### src/rtl/xlb_pkg.sv
package xlb_pkg;

   typedef enum logic [1:0] {
      ACC_READ  = 2'd0,
      ACC_WRITE = 2'd1,
      ACC_EXEC  = 2'd2,
      ACC_NONE  = 2'd3
   } acc_kind_e;

   // Packed so that read is bit 0, write bit 1, execute bit 2.
   typedef struct packed {
      logic x;
      logic w;
      logic r;
   } perm_t;

endpackage

### src/rtl/xlb_access_guard.sv
module xlb_access_guard
   import xlb_pkg::*;
(
   input  perm_t       perm,
   input  logic [1:0]  kind,
   output logic        allow
);

   acc_kind_e kind_e;

   always_comb begin
      kind_e = acc_kind_e'(kind);
      unique case (kind_e)
         ACC_READ:  allow = perm.r;
         ACC_WRITE: allow = perm.w;
         ACC_EXEC:  allow = perm.x;
         default:   allow = 1'b0;
      endcase
   end

endmodule

### src/rtl/xlb_entry_bank.sv
module xlb_entry_bank
   import xlb_pkg::*;
#(
   parameter  int DEPTH   = 64,
   parameter  int PAGE_W  = 6,
   parameter  int FRAME_W = 8,
   localparam int IDX_W   = $clog2(DEPTH)
) (
   input  logic               clk,
   input  logic               rst_n,
   input  logic               flush,
   input  logic               wr_en,
   input  logic [IDX_W-1:0]   wr_idx,
   input  logic [PAGE_W-1:0]  wr_page,
   input  logic [FRAME_W-1:0] wr_frame,
   input  perm_t              wr_perm,
   input  logic               upd_en,
   input  logic [IDX_W-1:0]   upd_idx,
   input  logic               upd_dirty,
   input  logic [PAGE_W-1:0]  lk_page,
   input  logic [PAGE_W-1:0]  fl_page,
   output logic [DEPTH-1:0]   lk_match,
   output logic [DEPTH-1:0]   fl_match,
   output logic [DEPTH-1:0]   valid_vec,
   output logic [IDX_W-1:0]   lk_idx,
   output logic [FRAME_W-1:0] lk_frame,
   output perm_t              lk_perm,
   output logic               lk_ref,
   output logic               lk_mod
);

   logic [FRAME_W-1:0] frame_a [DEPTH];
   logic [2:0]         perm_a  [DEPTH];
   logic [DEPTH-1:0]   ref_vec;
   logic [DEPTH-1:0]   mod_vec;

   for (genvar gi = 0; gi < DEPTH; gi++) begin : g_ent
      localparam logic [IDX_W-1:0] MY_IDX = IDX_W'(gi);

      logic               vld_q;
      logic [PAGE_W-1:0]  page_q;
      logic [FRAME_W-1:0] frame_q;
      perm_t              perm_q;
      logic               ref_q;
      logic               mod_q;

      always_ff @(posedge clk) begin
         if (!rst_n) begin
            vld_q   <= 1'b0;
            page_q  <= '0;
            frame_q <= '0;
            perm_q  <= '0;
            ref_q   <= 1'b0;
            mod_q   <= 1'b0;
         end else if (flush) begin
            vld_q <= 1'b0;
         end else if (wr_en && (wr_idx == MY_IDX)) begin
            vld_q   <= 1'b1;
            page_q  <= wr_page;
            frame_q <= wr_frame;
            perm_q  <= wr_perm;
            ref_q   <= 1'b0;
            mod_q   <= 1'b0;
         end else if (upd_en && (upd_idx == MY_IDX)) begin
            ref_q <= 1'b1;
            if (upd_dirty) begin
               mod_q <= 1'b1;
            end
         end
      end

      assign valid_vec[gi] = vld_q;
      assign lk_match[gi]  = vld_q && (page_q == lk_page);
      assign fl_match[gi]  = vld_q && (page_q == fl_page);
      assign frame_a[gi]   = frame_q;
      assign perm_a[gi]    = perm_q;
      assign ref_vec[gi]   = ref_q;
      assign mod_vec[gi]   = mod_q;
   end

   // At most one entry matches, so an OR over the gated fields selects it.
   logic [2:0] perm_or;

   always_comb begin
      lk_idx   = '0;
      lk_frame = '0;
      perm_or  = '0;
      lk_ref   = 1'b0;
      lk_mod   = 1'b0;
      for (int i = 0; i < DEPTH; i++) begin
         if (lk_match[i]) begin
            lk_idx   = lk_idx | IDX_W'(i);
            lk_frame = lk_frame | frame_a[i];
            perm_or  = perm_or | perm_a[i];
            lk_ref   = lk_ref | ref_vec[i];
            lk_mod   = lk_mod | mod_vec[i];
         end
      end
      lk_perm = perm_t'(perm_or);
   end

endmodule

### src/rtl/xlb_victim_pick.sv
module xlb_victim_pick #(
   parameter  int DEPTH = 64,
   localparam int IDX_W = $clog2(DEPTH)
) (
   input  logic             clk,
   input  logic             rst_n,
   input  logic             flush,
   input  logic             fill_valid,
   input  logic [DEPTH-1:0] valid_vec,
   input  logic [DEPTH-1:0] fl_match,
   output logic [IDX_W-1:0] pick_idx
);

   localparam logic [IDX_W-1:0] LAST_IDX = IDX_W'(DEPTH - 1);

   logic [IDX_W-1:0] rr_q;
   logic [IDX_W-1:0] match_idx;
   logic [IDX_W-1:0] free_idx;
   logic             any_match;
   logic             any_free;

   always_comb begin
      match_idx = '0;
      for (int i = 0; i < DEPTH; i++) begin
         if (fl_match[i]) begin
            match_idx = match_idx | IDX_W'(i);
         end
      end
      any_match = |fl_match;
   end

   // Walk downwards so the lowest free index is the one that remains.
   always_comb begin
      free_idx = '0;
      any_free = 1'b0;
      for (int i = DEPTH - 1; i >= 0; i--) begin
         if (!valid_vec[i]) begin
            free_idx = IDX_W'(i);
            any_free = 1'b1;
         end
      end
   end

   always_comb begin
      if (any_match) begin
         pick_idx = match_idx;
      end else if (any_free) begin
         pick_idx = free_idx;
      end else begin
         pick_idx = rr_q;
      end
   end

   always_ff @(posedge clk) begin
      if (!rst_n) begin
         rr_q <= '0;
      end else if (fill_valid && !flush && !any_match && !any_free) begin
         rr_q <= (rr_q == LAST_IDX) ? '0 : rr_q + 1'b1;
      end
   end

endmodule

### src/rtl/assoc_xlate_buf.sv
module assoc_xlate_buf
   import xlb_pkg::*;
#(
   parameter  int VA_W    = 16,
   parameter  int OFS_W   = 10,
   parameter  int FRAME_W = 8,
   parameter  int DEPTH   = 64,
   localparam int PAGE_W  = VA_W - OFS_W,
   localparam int PA_W    = FRAME_W + OFS_W,
   localparam int IDX_W   = $clog2(DEPTH)
) (
   input  logic               clk,
   input  logic               rst_n,
   input  logic               flush,
   input  logic               req_valid,
   input  logic [VA_W-1:0]    req_vaddr,
   input  logic [1:0]         req_kind,
   output logic               rsp_hit,
   output logic               rsp_walk,
   output logic               rsp_fault,
   output logic [PA_W-1:0]    rsp_paddr,
   output logic               rsp_ref,
   output logic               rsp_dirty,
   input  logic               fill_valid,
   input  logic [PAGE_W-1:0]  fill_page,
   input  logic [FRAME_W-1:0] fill_frame,
   input  logic [2:0]         fill_perm
);

   if (OFS_W < 1 || OFS_W >= VA_W) begin : g_bad_split
      $error("assoc_xlate_buf: OFS_W must lie between 1 and VA_W-1");
   end
   if (DEPTH < 2) begin : g_bad_depth
      $error("assoc_xlate_buf: DEPTH must be at least 2");
   end
   if (FRAME_W < 1) begin : g_bad_frame
      $error("assoc_xlate_buf: FRAME_W must be positive");
   end

   logic [PAGE_W-1:0]  lk_page;
   logic [OFS_W-1:0]   lk_ofs;
   logic [DEPTH-1:0]   lk_match;
   logic [DEPTH-1:0]   fl_match;
   logic [DEPTH-1:0]   valid_vec;
   logic [IDX_W-1:0]   lk_idx;
   logic [IDX_W-1:0]   pick_idx;
   logic [FRAME_W-1:0] lk_frame;
   perm_t              lk_perm;
   logic               lk_ref;
   logic               lk_mod;
   logic               allow;
   logic               hit;
   logic               upd_en;

   assign lk_page = req_vaddr[VA_W-1:OFS_W];
   assign lk_ofs  = req_vaddr[OFS_W-1:0];

   xlb_entry_bank #(
      .DEPTH   (DEPTH),
      .PAGE_W  (PAGE_W),
      .FRAME_W (FRAME_W)
   ) bank_i (
      .clk       (clk),
      .rst_n     (rst_n),
      .flush     (flush),
      .wr_en     (fill_valid),
      .wr_idx    (pick_idx),
      .wr_page   (fill_page),
      .wr_frame  (fill_frame),
      .wr_perm   (perm_t'(fill_perm)),
      .upd_en    (upd_en),
      .upd_idx   (lk_idx),
      .upd_dirty (req_kind == ACC_WRITE),
      .lk_page   (lk_page),
      .fl_page   (fill_page),
      .lk_match  (lk_match),
      .fl_match  (fl_match),
      .valid_vec (valid_vec),
      .lk_idx    (lk_idx),
      .lk_frame  (lk_frame),
      .lk_perm   (lk_perm),
      .lk_ref    (lk_ref),
      .lk_mod    (lk_mod)
   );

   xlb_victim_pick #(
      .DEPTH (DEPTH)
   ) victim_i (
      .clk        (clk),
      .rst_n      (rst_n),
      .flush      (flush),
      .fill_valid (fill_valid),
      .valid_vec  (valid_vec),
      .fl_match   (fl_match),
      .pick_idx   (pick_idx)
   );

   xlb_access_guard guard_i (
      .perm  (lk_perm),
      .kind  (req_kind),
      .allow (allow)
   );

   assign hit       = req_valid && (|lk_match);
   assign upd_en    = hit && allow;
   assign rsp_hit   = hit;
   assign rsp_walk  = req_valid && !(|lk_match);
   assign rsp_fault = hit && !allow;
   assign rsp_paddr = hit ? {lk_frame, lk_ofs} : '0;
   assign rsp_ref   = hit && lk_ref;
   assign rsp_dirty = hit && lk_mod;

endmodule

### config.mk
export PLATFORM = sky130hd
export DESIGN_NAME = assoc_xlate_buf
export DESIGN_NICKNAME = d
export VERILOG_FILES = /design/src/rtl/xlb_pkg.sv /design/src/rtl/xlb_access_guard.sv /design/src/rtl/xlb_entry_bank.sv /design/src/rtl/xlb_victim_pick.sv /design/src/rtl/assoc_xlate_buf.sv
export SDC_FILE = /design/constraint.sdc
export NUM_CORES = 2
export LEC_CHECK = 0
export ABC_CLOCK_PERIOD_IN_PS = 4100
export BUFFER_PORTS_ARGS = -buffer_cell sky130_fd_sc_hd__buf_2
export CORE_MARGIN = 3
export CORE_UTILIZATION = 40
export DETAILED_ROUTE_END_ITERATION = 10
export PLACE_DENSITY = 0.53
export SYNTH_ARGS = -nofsm -noshare
export SYNTH_HDL_FRONTEND = slang
export SYNTH_SLANG_ARGS = --single-unit
### constraint.sdc
create_clock -name clk -period 4.1 [get_ports clk]
set_input_delay 0.615 -clock clk [delete_from_list [all_inputs] [get_ports clk]]
set_output_delay 0.615 -clock clk [all_outputs]
set_load 0.01 [all_outputs]
==> run metrics <==
total power 0.0281 W; TNS Setup -8.67 ns; crit path from req_vaddr[12]; PnR worst setup slack -0.476 ns; Worst Path Arrival 3.96 ns; clock-pin slew on the worst setup and hold paths 0.06 ns; Async S/R FF share, synth 0%; Switching Share 25.0%; Yosys top cell by area dfxtp_1; Lkg Pwr 36.0 nW; final global-route overflow total 0; post-synth top area share 40.7%; failing checks negative setup slack; worst slew pin tran 1.14 ns; Initial DRC Count 7059; post-route minimum period 4.58 ns; post-route ant nets 0; final worst path period share 112%; Psw 0.00703 W; Via density 6.06; vias in the first global route 56.8k; critical path type in -> out; Mapped Cells 6740; hold buffer count at CTS 0; pwr dens 342 nW/um^2; setup violators final 23; flop-to-flop setup slack 0.03 ns; Die Y 404 um; Slew HR 23.9%; Hold Path Class in -> reg; syn nets 6781; Max Freq 219 MHz; Die W 404 um; run status complete, but fails checks; Worst VDD drop 0.000460 V; Cell Area, Synth 63300 um^2; worst-path fanout max 7; final count of hold timing violations 0; Seq cells post-synth 1286; Comb power frac 6.4%; Post-synth EDFFs 0; GP Congestion 1.02; Internal 0.0211 W; Post-synth top cells dfxtp_1 (1286), nand2_1 (1130), mux2i_1 (1069), xor2_1 (434), clkbuf_1 (383); via count 58.9k; clk buf depth 3; Clock Sinks 1286; synth unique cells 79; GRT Total Usage 38.2%; pre-CTS setup slack -1.25 ns; Starting Density 40.4%; Reg power frac 44.5%; worst path required time 3.48 ns; Synth Flop Type dfxtp_1; CTS H-Tree Depth 4; DRC errors left 0; syn avg cell area 9.38 um^2; R2R Path End bank_i.g_ent[6].frame_q[4]; RSZ-0062 raised after global routing yes; r2r startpoint bank_i.g_ent[35].page_q[2]; dpl hpwl 230000 um; Area Growth Syn to Fin 29.8%; Worst Setup EP rsp_fault; crit start category primary input; post-synthesis sequential area ratio 40.7%; most numerous cell in the Yosys netlist dfxtp_1; worst r2r path cells 14; Max Slew Vio Count 0; Nets 7578; first-pass GRT wire length 444000 um; I/O Buffers 62; Die ar. 163000 um^2; Worst setup EP type output pin; DR WL/cell 33.2 um; clock skew 0.0421 ns; total core area 157000 um^2; Final Util 52.5%; Clock Tree Root clkbuf_16; initial antenna violation count 10; iteration count of the initial detailed-routing pass 7; max cap viols 0; largest cells by area after synthesis dfxtp_1 (41%), mux2i_1 (17%), nand2_1 (6.7%); clock buffer count from CTS 152; largest net degree at the start of global routing 172; share of layout cells above drive strength 1 24.3%; total of warnings raised by yosys 0; total routed wirelength 322000 um; clock latency on the worst-skew pair 0.82 ns; Clk pwr share 49.1%; # IOs 63; num rows 145; CTS tree yes
placed cells by master (no fill, tap or decap), types with 18 or more instances in the layout:
master and count:
buf_12 211, nor4_2 46, clkbuf_16 158, clkinv_2 18
inv_1 37, nor4_4 41, o211a_1 37, nor4_1 118
o31a_1 18, dfxtp_2 39, and2_1 30, or4_1 18
o21a_1 31, nand2_1 1111, clkbuf_8 33, a31oi_1 20
o2111a_1 31, clkbuf_1 43, xor2_2 20, or3_1 29
nand4_1 204, o31ai_1 50, buf_6 66, and3_1 58
buf_4 954, mux2i_1 1069, dfxtp_1 1243, a22o_1 98
xor2_1 411, a22oi_1 147, buf_2 37, nor3_1 138
or4_4 28, xnor2_1 333, nand3_1 53, a21oi_1 94
nor2_1 133, a221oi_1 80, a222oi_1 21, and4_1 29
power groups by stage:
stage	Combinational [W]	Clock (W)	Sequential (W)
6_report	0.00180	0.0138	0.0125
5_1_grt	0.00185	0.0144	0.0125
4_1_cts	0.00172	0.0139	0.0125
3_5_place_dp	0.00170	0	0.0128
3_3_place_gp	0.00169	0	0.0128
2_1_floorplan	0.000966	0	0.0128
metrics by stage:
step	hold slack, ns	cell area, um^2	std cells
2_1_floorplan	0.430	63400	6740
3_3_place_gp	0.440	74800	9395
3_5_place_dp	0.445	74800	9395
4_1_cts	0.0546	80800	9685
5_1_grt	0.0933	82100	9712
6_report	0.0867	82100	9717
registers in the layout, indices dropped and copies added (netlist names):
| register | count |
|---|---|
| bank_i.g_ent.mod_q | 64 |
| victim_i.rr_q | 6 |
| bank_i.g_ent.frame_q | 512 |
| bank_i.g_ent.vld_q | 64 |
| bank_i.g_ent.ref_q | 64 |
| bank_i.g_ent.perm_q | 192 |
| bank_i.g_ent.page_q | 384 |
cell families (layout without fill, tap and decap cells):
kind of cell,Yosys count,count (layout),share of synthesized area [%]
simple gates,2168,2171,16.4
compound gates,766,766,9.78
mux,1070,1070,16.9
fa+ha+maj,1,1,0.0198
flops,1286,1286,40.7
xor+xnor,769,769,10.6
buf+inv,680,1591,5.47
other cells,0,5,0
layer usage:
layer	global-route usage (%)	part of all wire, %	wire length [um]
met2	58.7	43	140000
met5	0	0.014	46
met3	7.35	8.7	28000
met4	27.0	8.7	27900
met1	48.1	39	127000
critical path, cell delays in order:
cell and delay (ns):
buf_6 0.19, buf_4 0.21, buf_12 0.12, buf_4 0.16
xor2_1 0.28, nor3_2 0.15, a22oi_1 0.91, and3_1 0.28
nand4_1 0.17, o22ai_4 0.22, buf_4 0.16, a211oi_4 0.04
buf_12 0.15, nor2_4 0.16, buf_6 0.13
repair_timing:
item	in CTS	in global routing
endpoints found under the hold margin	0	0
pin swaps	30	66
resized for setup	200	237
setup endpoints to repair	1283	900
gates cloned	3	4
buffers inserted	19	34
layout make-up:
type,instances,area [um^2]
antenna,5,12.5
multi-input combinational,4777,36100
timing repair buffer,1278,12500
fill,14300,74400
inverter,42,168
tap,2058,2570
clock buffer,231,4490
clock inverter,40,464
sequential,1286,25800
worst min path at each step:
stage,startpoint,endpoint,cells past startpoint
6_report,fill_frame[1],bank_i.g_ent[22].frame_q[1],3
5_1_grt,fill_frame[1],bank_i.g_ent[22].frame_q[1],3
4_1_cts,fill_frame[1],bank_i.g_ent[22].frame_q[1],3
3_5_place_dp,bank_i.g_ent[33].perm_q[2],bank_i.g_ent[33].perm_q[2],2
3_3_place_gp,bank_i.g_ent[5].perm_q[2],bank_i.g_ent[5].perm_q[2],2
2_1_floorplan,bank_i.g_ent[31].perm_q[0],bank_i.g_ent[31].perm_q[0],2
Power figures use the tool's default switching activity.
